### config.mk
export PLATFORM = sky130hd
export DESIGN_NAME = box_addr_gen
export DESIGN_NICKNAME = d
export VERILOG_FILES = /design/src/rtl/box_pkg.sv /design/src/rtl/box_row_walker.sv /design/src/rtl/box_ctrl.sv /design/src/rtl/box_addr_gen.sv
export SDC_FILE = /design/constraint.sdc
export NUM_CORES = 1
export LEC_CHECK = 0
export BUFFER_PORTS_ARGS = -buffer_cell sky130_fd_sc_hd__buf_2
export CAP_MARGIN = 20
export CELL_PAD_IN_SITES_DETAIL_PLACEMENT = 1
export CELL_PAD_IN_SITES_GLOBAL_PLACEMENT = 2
export CORE_UTILIZATION = 36
export CTS_BUF_LIST = sky130_fd_sc_hd__clkbuf_4
export DETAILED_ROUTE_END_ITERATION = 10
export PLACE_DENSITY = 0.95
export SLEW_MARGIN = 20
export SYNTH_ARGS = -nofsm -noshare
export SYNTH_HDL_FRONTEND = slang
export SYNTH_SLANG_ARGS = --single-unit
### constraint.sdc
create_clock -name clk_i -period 4.6 [get_ports clk_i]
set_clock_uncertainty 0.1 [all_clocks]
set_input_delay 0.69 -clock clk_i [delete_from_list [all_inputs] [get_ports clk_i]]
set_output_delay 0.69 -clock clk_i [all_outputs]
set_load 0.05 [all_outputs]
### src/rtl/box_pkg.sv
package box_pkg;
  localparam int unsigned ADDR_W = 32;
  localparam int unsigned LEN_W  = 16;
  localparam int unsigned CNT_W  = 32;

  typedef enum logic {ST_IDLE, ST_RUN} box_state_e;
endpackage

### src/rtl/box_row_walker.sv
module box_row_walker #(
  parameter int unsigned AW = 32,
  parameter int unsigned LW = 16
) (
  input  logic          clk_i,
  input  logic          rst_ni,
  input  logic          load_i,
  input  logic          step_i,
  input  logic [AW-1:0] base_i,
  input  logic [LW-1:0] row_len_i,
  input  logic [AW-1:0] stride_i,
  output logic [AW-1:0] addr_o
);
  logic [AW-1:0] row_start_q, addr_q, stride_q;
  logic [LW-1:0] len_q, col_q;
  logic          row_end;

  assign row_end = (col_q == len_q - 1'b1);
  assign addr_o  = addr_q;

  always_ff @(posedge clk_i or negedge rst_ni) begin
    if (!rst_ni) begin
      row_start_q <= '0;
      addr_q      <= '0;
      stride_q    <= '0;
      len_q       <= '0;
      col_q       <= '0;
    end else if (load_i) begin
      row_start_q <= base_i;
      addr_q      <= base_i;
      stride_q    <= stride_i;
      len_q       <= row_len_i;
      col_q       <= '0;
    end else if (step_i) begin
      if (row_end) begin
        // skip the gap: next row begins one stride after this row's start
        row_start_q <= row_start_q + stride_q;
        addr_q      <= row_start_q + stride_q;
        col_q       <= '0;
      end else begin
        addr_q <= addr_q + 1'b1;
        col_q  <= col_q + 1'b1;
      end
    end
  end

  a_r3_col_in_row: assert property (@(posedge clk_i) disable iff (!rst_ni)
    (len_q != '0) |-> (col_q < len_q));

  a_r3_step_in_row: assert property (@(posedge clk_i) disable iff (!rst_ni)
    (step_i && !load_i && !row_end) |=> (addr_q == $past(addr_q) + 1'b1));

  a_r4_wrap_col: assert property (@(posedge clk_i) disable iff (!rst_ni)
    (step_i && !load_i && row_end) |=> (col_q == '0));
endmodule

### src/rtl/box_ctrl.sv
module box_ctrl
  import box_pkg::*;
#(
  parameter int unsigned AW = 32,
  parameter int unsigned LW = 16,
  parameter int unsigned CW = 32
) (
  input  logic          clk_i,
  input  logic          rst_ni,
  input  logic          start_i,
  input  logic [LW-1:0] src_row_len_i,
  input  logic [AW-1:0] src_stride_i,
  input  logic [LW-1:0] dst_row_len_i,
  input  logic [AW-1:0] dst_stride_i,
  input  logic [CW-1:0] total_len_i,
  input  logic          ready_i,
  output logic          valid_o,
  output logic          load_o,
  output logic          step_o,
  output logic          done_o,
  output logic          cfg_err_o
);
  localparam int unsigned PAD_W = AW - LW;

  box_state_e    state_q;
  logic [CW-1:0] rem_q;
  logic          done_q, err_q, cfg_bad, beat, idle_start;

  assign cfg_bad = (src_row_len_i == '0) || (dst_row_len_i == '0) || (total_len_i == '0)
                || (src_stride_i <= {{PAD_W{1'b0}}, src_row_len_i})
                || (dst_stride_i <= {{PAD_W{1'b0}}, dst_row_len_i});

  assign valid_o    = (state_q == ST_RUN);
  assign beat       = valid_o && ready_i;
  assign idle_start = (state_q == ST_IDLE) && start_i;
  assign load_o     = idle_start && !cfg_bad;
  assign step_o     = beat;
  assign done_o     = done_q;
  assign cfg_err_o  = err_q;

  always_ff @(posedge clk_i or negedge rst_ni) begin
    if (!rst_ni) begin
      state_q <= ST_IDLE;
      rem_q   <= '0;
      done_q  <= 1'b0;
      err_q   <= 1'b0;
    end else begin
      done_q <= 1'b0;
      err_q  <= 1'b0;
      if (idle_start) begin
        if (cfg_bad) begin
          err_q <= 1'b1;
        end else begin
          state_q <= ST_RUN;
          rem_q   <= total_len_i;
        end
      end else if (beat) begin
        rem_q <= rem_q - 1'b1;
        if (rem_q == CW'(1)) begin
          state_q <= ST_IDLE;
          done_q  <= 1'b1;
        end
      end
    end
  end

  a_r6_valid_hold: assert property (@(posedge clk_i) disable iff (!rst_ni)
    (valid_o && !ready_i) |=> valid_o);

  a_r7_done_after_beat: assert property (@(posedge clk_i) disable iff (!rst_ni)
    done_o |-> ($past(beat) && !valid_o));

  a_r7_done_single: assert property (@(posedge clk_i) disable iff (!rst_ni)
    done_o |=> !done_o);

  a_r8_err_not_running: assert property (@(posedge clk_i) disable iff (!rst_ni)
    cfg_err_o |-> !valid_o);

  a_r9_start_ignored: assert property (@(posedge clk_i) disable iff (!rst_ni)
    (valid_o && start_i && !beat) |=> $stable(rem_q));
endmodule

### src/rtl/box_addr_gen.sv
module box_addr_gen
  import box_pkg::*;
#(
  parameter int unsigned AW = ADDR_W,
  parameter int unsigned LW = LEN_W,
  parameter int unsigned CW = CNT_W
) (
  input  logic          clk_i,
  input  logic          rst_ni,
  input  logic          start_i,
  input  logic [AW-1:0] src_base_i,
  input  logic [AW-1:0] dst_base_i,
  input  logic [LW-1:0] src_row_len_i,
  input  logic [AW-1:0] src_stride_i,
  input  logic [LW-1:0] dst_row_len_i,
  input  logic [AW-1:0] dst_stride_i,
  input  logic [CW-1:0] total_len_i,
  output logic [AW-1:0] src_addr_o,
  output logic [AW-1:0] dst_addr_o,
  output logic          valid_o,
  input  logic          ready_i,
  output logic          done_o,
  output logic          cfg_err_o
);
  logic load, step;

  box_ctrl #(.AW(AW), .LW(LW), .CW(CW)) u_ctrl (
    .clk_i, .rst_ni, .start_i,
    .src_row_len_i, .src_stride_i, .dst_row_len_i, .dst_stride_i, .total_len_i,
    .ready_i, .valid_o,
    .load_o(load), .step_o(step), .done_o, .cfg_err_o
  );

  box_row_walker #(.AW(AW), .LW(LW)) u_src (
    .clk_i, .rst_ni, .load_i(load), .step_i(step),
    .base_i(src_base_i), .row_len_i(src_row_len_i), .stride_i(src_stride_i),
    .addr_o(src_addr_o)
  );

  box_row_walker #(.AW(AW), .LW(LW)) u_dst (
    .clk_i, .rst_ni, .load_i(load), .step_i(step),
    .base_i(dst_base_i), .row_len_i(dst_row_len_i), .stride_i(dst_stride_i),
    .addr_o(dst_addr_o)
  );

  a_r6_addr_hold: assert property (@(posedge clk_i) disable iff (!rst_ni)
    (valid_o && !ready_i) |=> ($stable(src_addr_o) && $stable(dst_addr_o)));

  a_r2_load_base: assert property (@(posedge clk_i) disable iff (!rst_ni)
    load |=> (src_addr_o == $past(src_base_i) && dst_addr_o == $past(dst_base_i)));
endmodule

### Yosys cells after proc, flatten, opt, wreduce, memory -nomap -nowiden

Cells that the tools add are included.

* word-level logic and storage cells: 80
* output and inout bits: 67
* register bits: 291
* input bits: 196

* reduce and logical (&&, ||, !) cells: 20
* $add $sub $neg: 9
* magnitude comparators: 2
* multiplexer cells: 30
* eq/ne operators: 4
* bitwise gates (word level): 1

Operators with widths (number)
* $mux W32: 15
* $mux W16: 6
* $add A32 B1 Y32 const B: 2
* $add A32 B32 Y32: 2
* $le A32 B16 Y1: 2
* $add A16 B1 Y16 const B: 2
* $eq A16 B16 Y1: 2
* $eq A32 B1 Y1 const B: 1
* $logic_not A16 Y1: 2
* $logic_not A32 Y1: 1
* $sub A16 B1 Y16 const B: 2
* $sub A32 B1 Y32 const B: 1
* $reduce_bool A2 Y1: 5
* $mux W1: 9
* $reduce_and A2 Y1: 3
* $logic_or A1 B1 Y1: 4
* $logic_and A1 B1 Y1: 3
* $reduce_and A3 Y1: 1
* $ne A2 B2 Y1 const B: 1
* $logic_not A1 Y1: 1
* $not A1 Y1: 1

### Depth between registers and ports, before layout

Gate-level depths: netlist (run 1).

* word-level depth: 9
* depth in mapped cells: 15
* depth with buffers taken out: 13

### By module

From an unflattened synthesis (run 1), not the netlist that was laid out.

* cell total of the unflattened synthesis: 2300
* area, all modules: 20278.2 µm²

By module, submodules not included
* box_row_walker (u_src): cells each 988, seq. area each 3203.1 µm², area an instance 8856.0 µm², times used 1
* box_row_walker (u_dst): cells each 931, seq. area each 3203.1 µm², area an instance 8380.5 µm², times used 1
* box_ctrl: cells each 381, seq. area each 875.8 µm², area an instance 3041.7 µm², times used 1

### Least setup slack after synthesis (run 1)

No wires, ideal clock.

* path type: in2reg
* start: in src_row_len_i[11]
* end: reg u_dst.addr_q[24], in the netlist u_dst.addr_o[24]
* data arrival time: 3.321 ns
* required time: 4.376 ns
* path buffers: 3
* setup slack: 1.055 ns
* setup time: 0.124 ns
* cell stages on the path: 15
* path through: inv_1 -> ha_1 -> nand4_1 -> or4_1 -> nor3_1 -> nor2_1 -> and4_1 -> and2_1 -> clkbuf_1 -> nor2_1 -> clkbuf_1 -> clkbuf_1 -> a21oi_1 -> o221ai_1 -> nor2_1

* cells in the longest elaborated chain, start to end: 8
* elaborated cells on any way between the ends: 10
* classes of those cells: order compare (1); mux (1); reduce/logical (8)

Ends and longest elaborated chain
* from (decl): RTL line box_addr_gen.sv:13 `input logic [LW-1:0] src_row_len_i,`
* branches (longest 3 deep; another with $le A32 B16 Y1)
* $logic_or A1 B1 Y1 (*): RTL line box_ctrl.sv:30 `|| (src_stride_i <= {{PAD_W{1'b0}}, src_row_len_i})`
* $logic_or A1 B1 Y1 (*): RTL line box_ctrl.sv:31 `|| (dst_stride_i <= {{PAD_W{1'b0}}, dst_row_len_i});`
* $logic_not A1 Y1 (*): RTL line box_ctrl.sv:36 `assign load_o = idle_start && !cfg_bad;`
* $logic_and A1 B1 Y1 (*): RTL line box_ctrl.sv:36
* $mux W32 or $reduce_bool A2 Y1 (tied branches)
* to (signal assigned): RTL line box_row_walker.sv:30 `addr_q <= base_i;`
* to (signal assigned): RTL line box_row_walker.sv:38 `addr_q <= row_start_q + stride_q;`
* to (signal assigned): RTL line box_row_walker.sv:41 `addr_q <= addr_q + 1'b1;`
* to (decl): RTL line box_row_walker.sv:14 `logic [AW-1:0] row_start_q, addr_q, stride_q;`

Mark *: on every way between the ends.
A chain may end at the register's enable or synchronous reset.

### Worst setup path after layout (run 1)

* start: reg u_dst.len_q[2]
* end: reg u_dst.addr_q[29], in the netlist u_dst.addr_o[29]

* cells in the longest elaborated chain, start to end: 5

Ends and longest elaborated chain
* from (decl): RTL line box_row_walker.sv:15 `logic [LW-1:0] len_q, col_q;`
* from (signal assigned): RTL line box_row_walker.sv:32 `len_q <= row_len_i;`
* $sub A16 B1 Y16: RTL line box_row_walker.sv:18 `assign row_end = (col_q == len_q - 1'b1);`
* $eq A16 B16 Y1: RTL line box_row_walker.sv:18
* $mux W32: RTL line box_row_walker.sv:35 `if (row_end) begin`
* $mux W32: RTL line box_row_walker.sv:34 `end else if (step_i) begin`
* $mux W32: RTL line box_row_walker.sv:28 `end else if (load_i) begin`

Every way passes these cells. The select of a mux whose other input is x is not followed.

==> impl_metrics.ini, run 1 <==
[status]
status = complete, no violations

[worst_setup_path]
crit_path_end_kind = flip-flop
required_ns = 5.19
crit_path_max_fanout = 16
r2r_cells = 10
crit_type = reg2reg
startpoint_type = flip-flop
arrival_ns = 4.61

[yosys]
synth_edf_count = 0
synth-seq-area-share = 0.3792
ys_seq_elements = 291
synth-main-ff-cell = dfrtp_1
avgSynthCellArea_sq_um = 8.104
synth.most_common_cell = nand2_1
syn_nets = 2670
synth_top_area_share = 0.3792
synth_top_area_cell = dfrtp_1
yosysUniqueCellTypes = 80
yosys-top-cells-count = 401 x nand2_1, 291 x dfrtp_1, 221 x nor2_1
syn_area_sq_mm = 0.01921
ys_warn_count = 0
synthArstFlopShare = 1.000
synth_cells = 2370
synth_area_leaders = dfrtp_1 38%, nand2_1 7.8%, ha_1 6.6%

[routing]
drt_iter0_drc = 1210
dr_total_vias = 20303
finalWirelength_mm = 74.95
route.detailed.drc = 0
ant_nets = 0
drtPass1Iterations = 5
avgRoutedWirePerCell_um = 21.48
viasPerCell = 5.819

[sta]
slew_headroom = 0.2798
maxSlewViolCount = 0
post-route-period-util = 0.8745
fin_tns_setup_ns = 0
finalHoldViolCount = 0
layout_min_cycle_time_ns = 4.023
fmax_mhz = 248.6
grt_setup_unrepaired = false
setup_violations = 0
worst_slew_pin_slew_ns = 1.066
fin_ws_ns = 0.5775

[clock_tree]
cts_resized = 0
path_clk_slew_ns = 0.07
cts-root-buf = clkbuf_4
cts_buffers = 86
cts.path.max_buffers = 3
htree_levels = 3
cts_tree = done
insertion_delay_ns = 0.83
cts.sinks = 291

[global_routing]
antenna_found_initial = 3
grt_pass1_vias = 21425
grt_max_degree = 107
grt_pass1_wl_mm = 117.4
grt_overflow = 0
grt_usage = 0.2760

[layout]
layout-drive-gt1-share = 0.1688
area_growth_syn_to_layout_pct = 21.79
fin_util = 0.4442
final_nets = 3037

[die]
die_area_sq_mm = 0.05428
rows = 84
fp.dieH_um = 233.0
io_pins = 263
initial_core_util = 0.3647
core_sq_mm = 0.05266
fp.dieW_um = 233.0

[power_and_ir_drop]
p_sw_frac = 0.3975
p_per_area_mw_per_mm2 = 387.5
p_total_w = 0.009065
power_frac_comb = 0.330
pwr-share-clk = 0.295
leakagePower_nw = 10.95
internal_power_w = 0.005462
seq_power_share = 0.375
switchingPower_w = 0.003603
peakVddDrop_v = 0.0001330

[placed_design]
place_ws_ns = 0.3046
gp_congestion = 0.9566
io_buffers = 262
dpl.hpwl_mm = 53.49

[flow_run]
maxCapViolations = 0

[hold_path]
min_path_type = in2reg
holdPathStages = 3
final timing paths:
check                                       from               endpoint  slack, ns
setup reg to reg                  u_dst.len_q[2]       u_dst.addr_o[29]       0.58
setup / recovery                  u_dst.len_q[2]       u_dst.addr_o[29]       0.58
max in group asynchronous                 rst_ni         u_dst.len_q[2]       2.85
hold / removal                   src_stride_i[4]      u_src.stride_q[4]       0.08
min in group asynchronous                 rst_ni         u_src.len_q[5]       0.38
hold reg to reg            u_src.row_start_q[20]  u_src.row_start_q[20]       0.40
cell usage in the layout, fill, tap and decap left out, drive strengths merged, types with 14 or more instances in the layout:
| cell type | instances |
|---|---|
| clkbuf | 121 |
| nor3 | 58 |
| and3 | 55 |
| dfrtp | 291 |
| buf | 304 |
| nand4 | 45 |
| nand2b | 17 |
| a211oi | 29 |
| ha | 102 |
| nor2 | 223 |
| a21oi | 166 |
| o22ai | 40 |
| dlygate4sd3 | 93 |
| o21a | 14 |
| o211ai | 20 |
| nor4 | 45 |
| a21o | 42 |
| xnor2 | 61 |
| clkinv | 20 |
| nor2b | 16 |
| nand3 | 55 |
| a31oi | 44 |
| inv | 67 |
| xor2 | 47 |
| nand2 | 403 |
| o21ai | 219 |
| and2 | 14 |
sequential cells by signal, indices dropped and copies added, names as in the netlist:
signal             count
u_ctrl.cfg_err_o       1
u_ctrl.done_o          1
u_ctrl.rem_q          32
u_ctrl.valid_o         1
u_dst.addr_o          32
u_dst.col_q           16
u_dst.len_q           16
u_dst.row_start_q     32
u_dst.stride_q        32
u_src.addr_o          32
u_src.col_q           16
u_src.len_q           16
u_src.row_start_q     32
u_src.stride_q        32
cells by family after synthesis:
logic type | share of synthesized area
buf+inv | 0.03798
compound gates | 0.2205
mux | 0.007427
simple gates | 0.2372
fa+ha+maj | 0.06853
xor+xnor | 0.04925
flops | 0.3792
what timing repair did:
action / CTS / global route
hold buffers: 93 / 0
endpoints found under the hold margin: 209 / 0
buffers inserted: 0 / 0
power groups by stage:
stage / sequential [W] / clock [W] / combinational, W
final: 0.00340 / 0.00267 / 0.00299
after global routing: 0.00344 / 0.00288 / 0.00327
after CTS: 0.00338 / 0.00274 / 0.00296
after detailed placement: 0.00343 / 0 / 0.00288
after global placement: 0.00340 / 0 / 0.00277
after floorplan: 0.00370 / 0 / 0.00165
per-stage QoR:
stage                     instances  instance area (sq um)  hold WS (ns)
after detailed placement       3244                  21330        0.3785
after CTS                      3484                  23380     0.0001702
after global routing           3487                  23390       0.04041
after global placement         3244                  21330        0.3747
final                          3489                  23390       0.08033
after floorplan                2370                  19210        0.2944
area by class of cell:
type                    instances  area [sq um]
flip-flops and latches        291          7282
multi-input cells            1895         11230
well taps                     688         860.8
clock buffers                 121         908.4
fillers                      6410         29260
diodes                          5         12.51
repair buffers                397          2643
inverters                      66         247.7
clock inverters                26         207.7
layer usage:
layer / vias up / global-route usage / wire length [um]
li1: 9328 / - / -
met1: 10160 / 0.3498 / 32470
met2: 614 / 0.4489 / 35110
met3: 201 / 0.04743 / 3907
met4: 0 / 0.1434 / 3469
met5: - / 0 / 0
critical path, cell delays in order (launching register included):
cell and delay [ns]:
dfrtp_1 0.46, or3_4 0.46, nor4_4 0.32, mux2i_1 0.15, or4_1 0.60, a2111o_1 0.41, or3_1 0.55, nand2_2 0.48
o31ai_1 0.14, a31oi_1 0.15, o21ai_1 0.09
No activity file was read; power rests on OpenSTA's default activity.
==> inputs of run 2 (changes only) <==
CORE_UTILIZATION = 37   (was 36)
PLACE_DENSITY = 0.94   (was 0.95)
SYNTH_HIERARCHICAL = 1   (was not set)
==> run 2 against run 1 <==
- non-clock buffer count rose by 59
- die area rose by 2.7%
- sequential cell count did not move
- clock power rose by 3%
- largest power group unchanged
- critical path depth rose by 6
==> impl_metrics.ini, run 2 <==
[sta]
slew_headroom = 0.4086
finalHoldViolCount = 0
layout_min_cycle_time_ns = 4.106
grt_setup_unrepaired = false
whs_ns = 0.08716
fin_tns_setup_ns = 0
fin_ws_ns = 0.4944
fmax_mhz = 243.6
maxSlewViolCount = 0
post-route-period-util = 0.8925
setup_violations = 0
worst_slew_pin_slew_ns = 0.8872

[layout]
multi_input_area_sq_mm = 0.01215
area_growth_syn_to_layout_pct = 23.75
layout-drive-gt1-share = 0.2127
seq_area_sq_mm = 0.007282
final_common_cell = dfrtp_1
instances_no_fill = 3517
final_nets = 3048
nFillCells = 6402
most-common-layout-cells = 291 x dfrtp_1, 261 x buf_2, 246 x nand2_1, 212 x nor2_1, 160 x a21oi_1

[worst_setup_path]
required_ns = 5.21
path_cells = dlygate4sd3_1 -> buf_2 -> nor4_1 -> buf_4 -> and4_1 -> o311ai_0 -> or4_4 -> nand4_2 -> inv_8 -> buf_12 -> nand2_1 -> a21boi_0 -> a31oi_1 -> a31oi_1 -> o22ai_1 -> a21o_1
slowest_stage = dlygate4sd3_1
arrival_ns = 4.71
crit_type = in2reg
startpoint_type = input port
r2r-start = u_src/len_q[0]
startpoint = src_stride_i[19]
crit_path_max_fanout = 69
cpMostUsedCell = a31oi_1
cp_slowest_stage_delay_ns = 0.54
crit_path_end_kind = flip-flop

[die]
fp.dieW_um = 236.1
core_sq_mm = 0.05403
fp.dieH_um = 236.1
initial_core_util = 0.3753
io_pins = 263
die_area_sq_mm = 0.05575
rows = 85

[routing]
drtPass1Iterations = 5
route.detailed.drc = 0
drt_iter0_drc = 1404
finalWirelength_mm = 79.79
viasPerCell = 5.900
ant_nets = 0
avgRoutedWirePerCell_um = 22.69
dr_total_vias = 20751

[yosys]
synth.most_common_cell = dfrtp_1
syn_nets = 2600
yosys-top-cells-count = 291 x dfrtp_1, 246 x nand2_1, 212 x nor2_1
synthArstFlopShare = 1.000
synth_cells = 2300
synth-seq-area-share = 0.3591
ys_seq_elements = 291
ys_warn_count = 6
yosysUniqueCellTypes = 98
synth_area_leaders = dfrtp_1 36%, ha_1 6.3%, mux2_2 5.4%
synth_edf_count = 0
synth_top_area_share = 0.3591
synth_top_area_cell = dfrtp_1
avgSynthCellArea_sq_um = 8.817
syn_area_sq_mm = 0.02028
synth-main-ff-cell = dfrtp_1

[clock_tree]
cts.sinks = 291
insertion_delay_ns = 0.85
path_clk_slew_ns = 0.07
cts_resized = 0
cts-root-buf = clkbuf_4
cts_buffers = 89
cts_tree = done
htree_levels = 3
cts.path.max_buffers = 3

[placed_design]
place_ws_ns = 0.2892
gp_congestion = 0.9413
io_buffers = 262
dpl.hpwl_mm = 56.97
dp.cells = 3203

[hold_path]
hold_start = src_base_i[21]
min_path_type = in2reg

[flow_run]
maxCapViolations = 0

[global_routing]
grt_overflow = 0
grt_usage = 0.2854
grt_max_degree = 101
grt_pass1_vias = 22512
antenna_found_initial = 5
grt_pass1_wl_mm = 126.3

[status]
status = complete, no violations

[power_and_ir_drop]
p_per_area_mw_per_mm2 = 344.7
leakagePower_nw = 11.38
peakVddDrop_v = 0.0002427
[run 2: kinds of logic (layout without fill, tap and decap cells)]
group / Yosys count / count (layout) / share of synthesized area
other cells: 0 / 5 / 0
buf+inv: 201 / 717 / 0.04251
compound gates: 595 / 595 / 0.1895
mux: 150 / 150 / 0.08182
fa+ha+maj: 104 / 104 / 0.06491
xor+xnor: 131 / 131 / 0.05726
flops: 291 / 291 / 0.3591
simple gates: 828 / 828 / 0.2049
[run 2: final timing paths]
kind / endpoint / slack, ns / cells past startpoint
worst max register to register: u_src/row_start_q[26] / 0.63 / 12
worst min-delay path: u_src/row_start_q[21] / 0.09 / 4
worst min register to register: u_src/stride_q[30] / 0.42 / 1
max in group asynchronous: u_src/row_start_q[31] / 2.89 / 3
min in group asynchronous: u_dst/len_q[1] / 0.41 / 2
worst max-delay path: u_src/addr_o[26] / 0.49 / 16
[run 2: per-stage QoR]
step	util	instance area (sq um)	total power [W]
6_report	0.4645	25090	0.008650
5_1_grt	0.4645	25090	0.009103
3_3_place_gp	0.4148	22410	0.005652
2_1_floorplan	-	20280	0.004901
4_1_cts	0.4642	25080	0.008694
3_5_place_dp	0.4148	22410	0.005774
[run 2: what timing repair did]
action,4_1_cts,5_1_grt
endpoints found under the setup margin,0,0
setup buffers,0,0
hold buffers,150,0
hold endpoints to repair,272,0
[run 2: cell type report]
type	instances	share of cell area
Antenna cell	5	0.0004986
Clock buffer	124	0.03710
Clock inverter	35	0.009623
Inverter	102	0.01556
Multi-Input combinational cell	1808	0.4842
Sequential cell	291	0.2902
Tap cell	696	0.03470
Timing Repair Buffer	456	0.1281
[run 2: power by group]
| group | internal [W] | switching [W] |
|---|---|---|
| sequential | 0.00288 | 0.000496 |
| combinational | 0.000951 | 0.00157 |
| clock | 0.00147 | 0.00129 |
| total | 0.00530 | 0.00335 |
[run 2: routing by layer]
metal	part of all wire	track usage
met2	0.50	0.4980
met3	0.053	0.04903
met1	0.41	0.3431
met4	0.041	0.1254
met5	0	0
[run 2: critical path: cells and delay by family]
kind                   cells  cell delay, ns
and+or+nand+nor            5            1.65
buffers and inverters      5            1.27
AOI/OAI and AO/OA          6            0.98
==> inputs of run 3 (changes only) <==
CORE_UTILIZATION = 40   (was 37)
CTS_CLUSTER_DIAMETER = 120   (was not set)
PLACE_DENSITY = 0.95   (was 0.94)
clock period = 5 ns   (was 4.6 ns; I/O delays follow)
==> run 3 against run 2 <==
- combinational power is 13% lower
- final cell count down 5.4%
- total power decreased by 8.9%
- critical path depth down 5
- global-route usage rose by 0.43 points
- die area decreased by 7.4%
- clock power down 6%
- sequential cell count stayed put
- critical endpoint is now u_src/row_start_q[24]
- non-clock buffer count down 161
==> impl_metrics.ini, run 3 (same netlist as run 2, synthesis figures left out) <==
[status]
status = complete, no violations

[worst_setup_path]
crit_path_max_fanout = 16
cpMostUsedCell = mux2_4
crit_path_end_kind = flip-flop
path_cells = inv_1 -> ha_1 -> nor3b_1 -> nand4_1 -> xor2_1 -> o31ai_1 -> o2111ai_1 -> and3b_1 -> and2_4 -> mux2_4 -> mux2_4
crit_type = reg2reg
required_ns = 5.56
cp_slowest_stage_delay_ns = 0.56
startpoint_type = flip-flop
arrival_ns = 4.87
slowest_stage = nor3b_1

[routing]
route.detailed.drc = 0
drtPass1Iterations = 5
finalWirelength_mm = 74.60
avgRoutedWirePerCell_um = 22.42
drt_iter0_drc = 1149
viasPerCell = 5.962
ant_nets = 0
dr_total_vias = 19836

[die]
io_pins = 263
initial_core_util = 0.4050
rows = 82
die_area_sq_mm = 0.05160
fp.dieW_um = 227.2
core_sq_mm = 0.05007
fp.dieH_um = 227.2

[sta]
slew_headroom = 0.3341
fmax_mhz = 232.4
maxSlewViolCount = 0
layout_min_cycle_time_ns = 4.304
setup_violations = 0
post-route-period-util = 0.8607
grt_setup_unrepaired = false
finalHoldViolCount = 0
fin_tns_setup_ns = 0
worst_slew_pin_slew_ns = 0.9736

[global_routing]
antenna_found_initial = 2
grt_max_degree = 98
grt_usage = 0.2896
grt_pass1_wl_mm = 116.5
grt_overflow = 0
grt_pass1_vias = 20995

[clock_tree]
post-cts-setup-buffers = 0
cts.sinks = 291
cts-root-buf = clkbuf_4
path_clk_slew_ns = 0.07
htree_levels = 3
cts_resized = 0
cts_tree = done
cts_buffers = 87
insertion_delay_ns = 0.82
cts.path.max_buffers = 3

[hold_path]
min_path_type = in2reg

[layout]
area_growth_syn_to_layout_pct = 15.88
final_nets = 2885
most-common-layout-cells = 291 x dfrtp_1, 261 x buf_2, 246 x nand2_1, 212 x nor2_1, 160 x a21oi_1
fin_area_sq_mm = 0.02350
fin_util = 0.4693
layout-drive-gt1-share = 0.2236
final_common_cell = dfrtp_1

[placed_design]
gp_congestion = 0.9486
io_buffers = 262
placed_cell_area_sq_mm = 0.02228
dpl.hpwl_mm = 55.83

[power_and_ir_drop]
internal_power_w = 0.004878
pwr-share-clk = 0.328
p_per_area_mw_per_mm2 = 335.5
p_sw_frac = 0.3813
leakagePower_nw = 10.72
switchingPower_w = 0.003006
power_frac_comb = 0.279
seq_power_share = 0.393
peakVddDrop_v = 0.0003040
p_total_w = 0.007884

[flow_run]
maxCapViolations = 0
-- run 3: changes by cell type in the layout (fill, tap and decap cells not counted), sizes merged --
cell / previous run / this run
clkinv: 31 / 22
bufinv: 4 / 5
buf: 306 / 294
clkbuf: 124 / 129
dlygate4sd3: 150 / 1
diode: 5 / 3
-- run 3: per-stage QoR --
stage / hold slack (ns) / setup slack (ns) / cells
3_5_place_dp: 0.4050 / 0.4875 / 3167
4_1_cts: 0.003124 / 0.8042 / 3324
3_3_place_gp: 0.4019 / 0.6449 / 3167
2_1_floorplan: 0.3544 / 1.201 / 2300
6_report: 0.08412 / 0.6963 / 3327
5_1_grt: 0.01779 / 0.4806 / 3327
-- run 3: repair_timing --
action                                  4_1_cts  5_1_grt
hold buffers                                  1        0
endpoints found under the setup margin        0        0
hold endpoints to repair                     65        0
-- run 3: worst max-delay path, delay by kind of cell, from the launching register on --
family	cells	cell delay [ns]
AOI/OAI and AO/OA	2	0.68
and+or+nand+nor	4	1.72
DFF	1	0.45
muxes	2	0.60
buffers and inverters	1	0.11
adders and majority gates	1	0.31
xor gates and xnor gates	1	0.18
-- run 3: cell type report --
class	instances	area, sq um
well taps	672	840.8
repair buffers	295	1622
diodes	3	7.507
fillers	6047	26570
multi-input cells	1808	12150
flip-flops and latches	291	7282
clock buffers	129	968.4
clock inverters	27	237.7
inverters	102	390.4
-- run 3: path summary, 6_finish.rpt --
path	from	slack, ns	depth (start not counted)	endpoint
worst max-delay path	u_src/len_q[0]	0.70	11	u_src/row_start_q[24]
max in group asynchronous	rst_ni	3.28	3	u_dst/row_start_q[26]
worst min register to register	u_src/stride_q[30]	0.42	1	u_src/stride_q[30]
min in group asynchronous	rst_ni	0.41	2	u_dst/len_q[15]
worst min-delay path	src_base_i[10]	0.08	3	u_src/addr_o[10]
worst max register to register	u_src/len_q[0]	0.70	11	u_src/row_start_q[24]
-- run 3: metal layers --
metal | global-route usage | vias up | wire length, um
met4 | 0.1258 | 0 | 2812
met2 | 0.4904 | 668 | 36140
li1 | - | 9064 | -
met5 | 0 | - | 0
met3 | 0.04466 | 163 | 3825
met1 | 0.3649 | 9941 | 31820
-- run 3: power by group through the flow --
stage	clock network (W)	logic, W	registers (W)
2_1_floorplan	0	0.00117	0.00334
3_3_place_gp	0	0.00210	0.00310
3_5_place_dp	0	0.00218	0.00312
4_1_cts	0.00266	0.00219	0.00309
5_1_grt	0.00277	0.00239	0.00313
6_report	0.00259	0.00220	0.00310
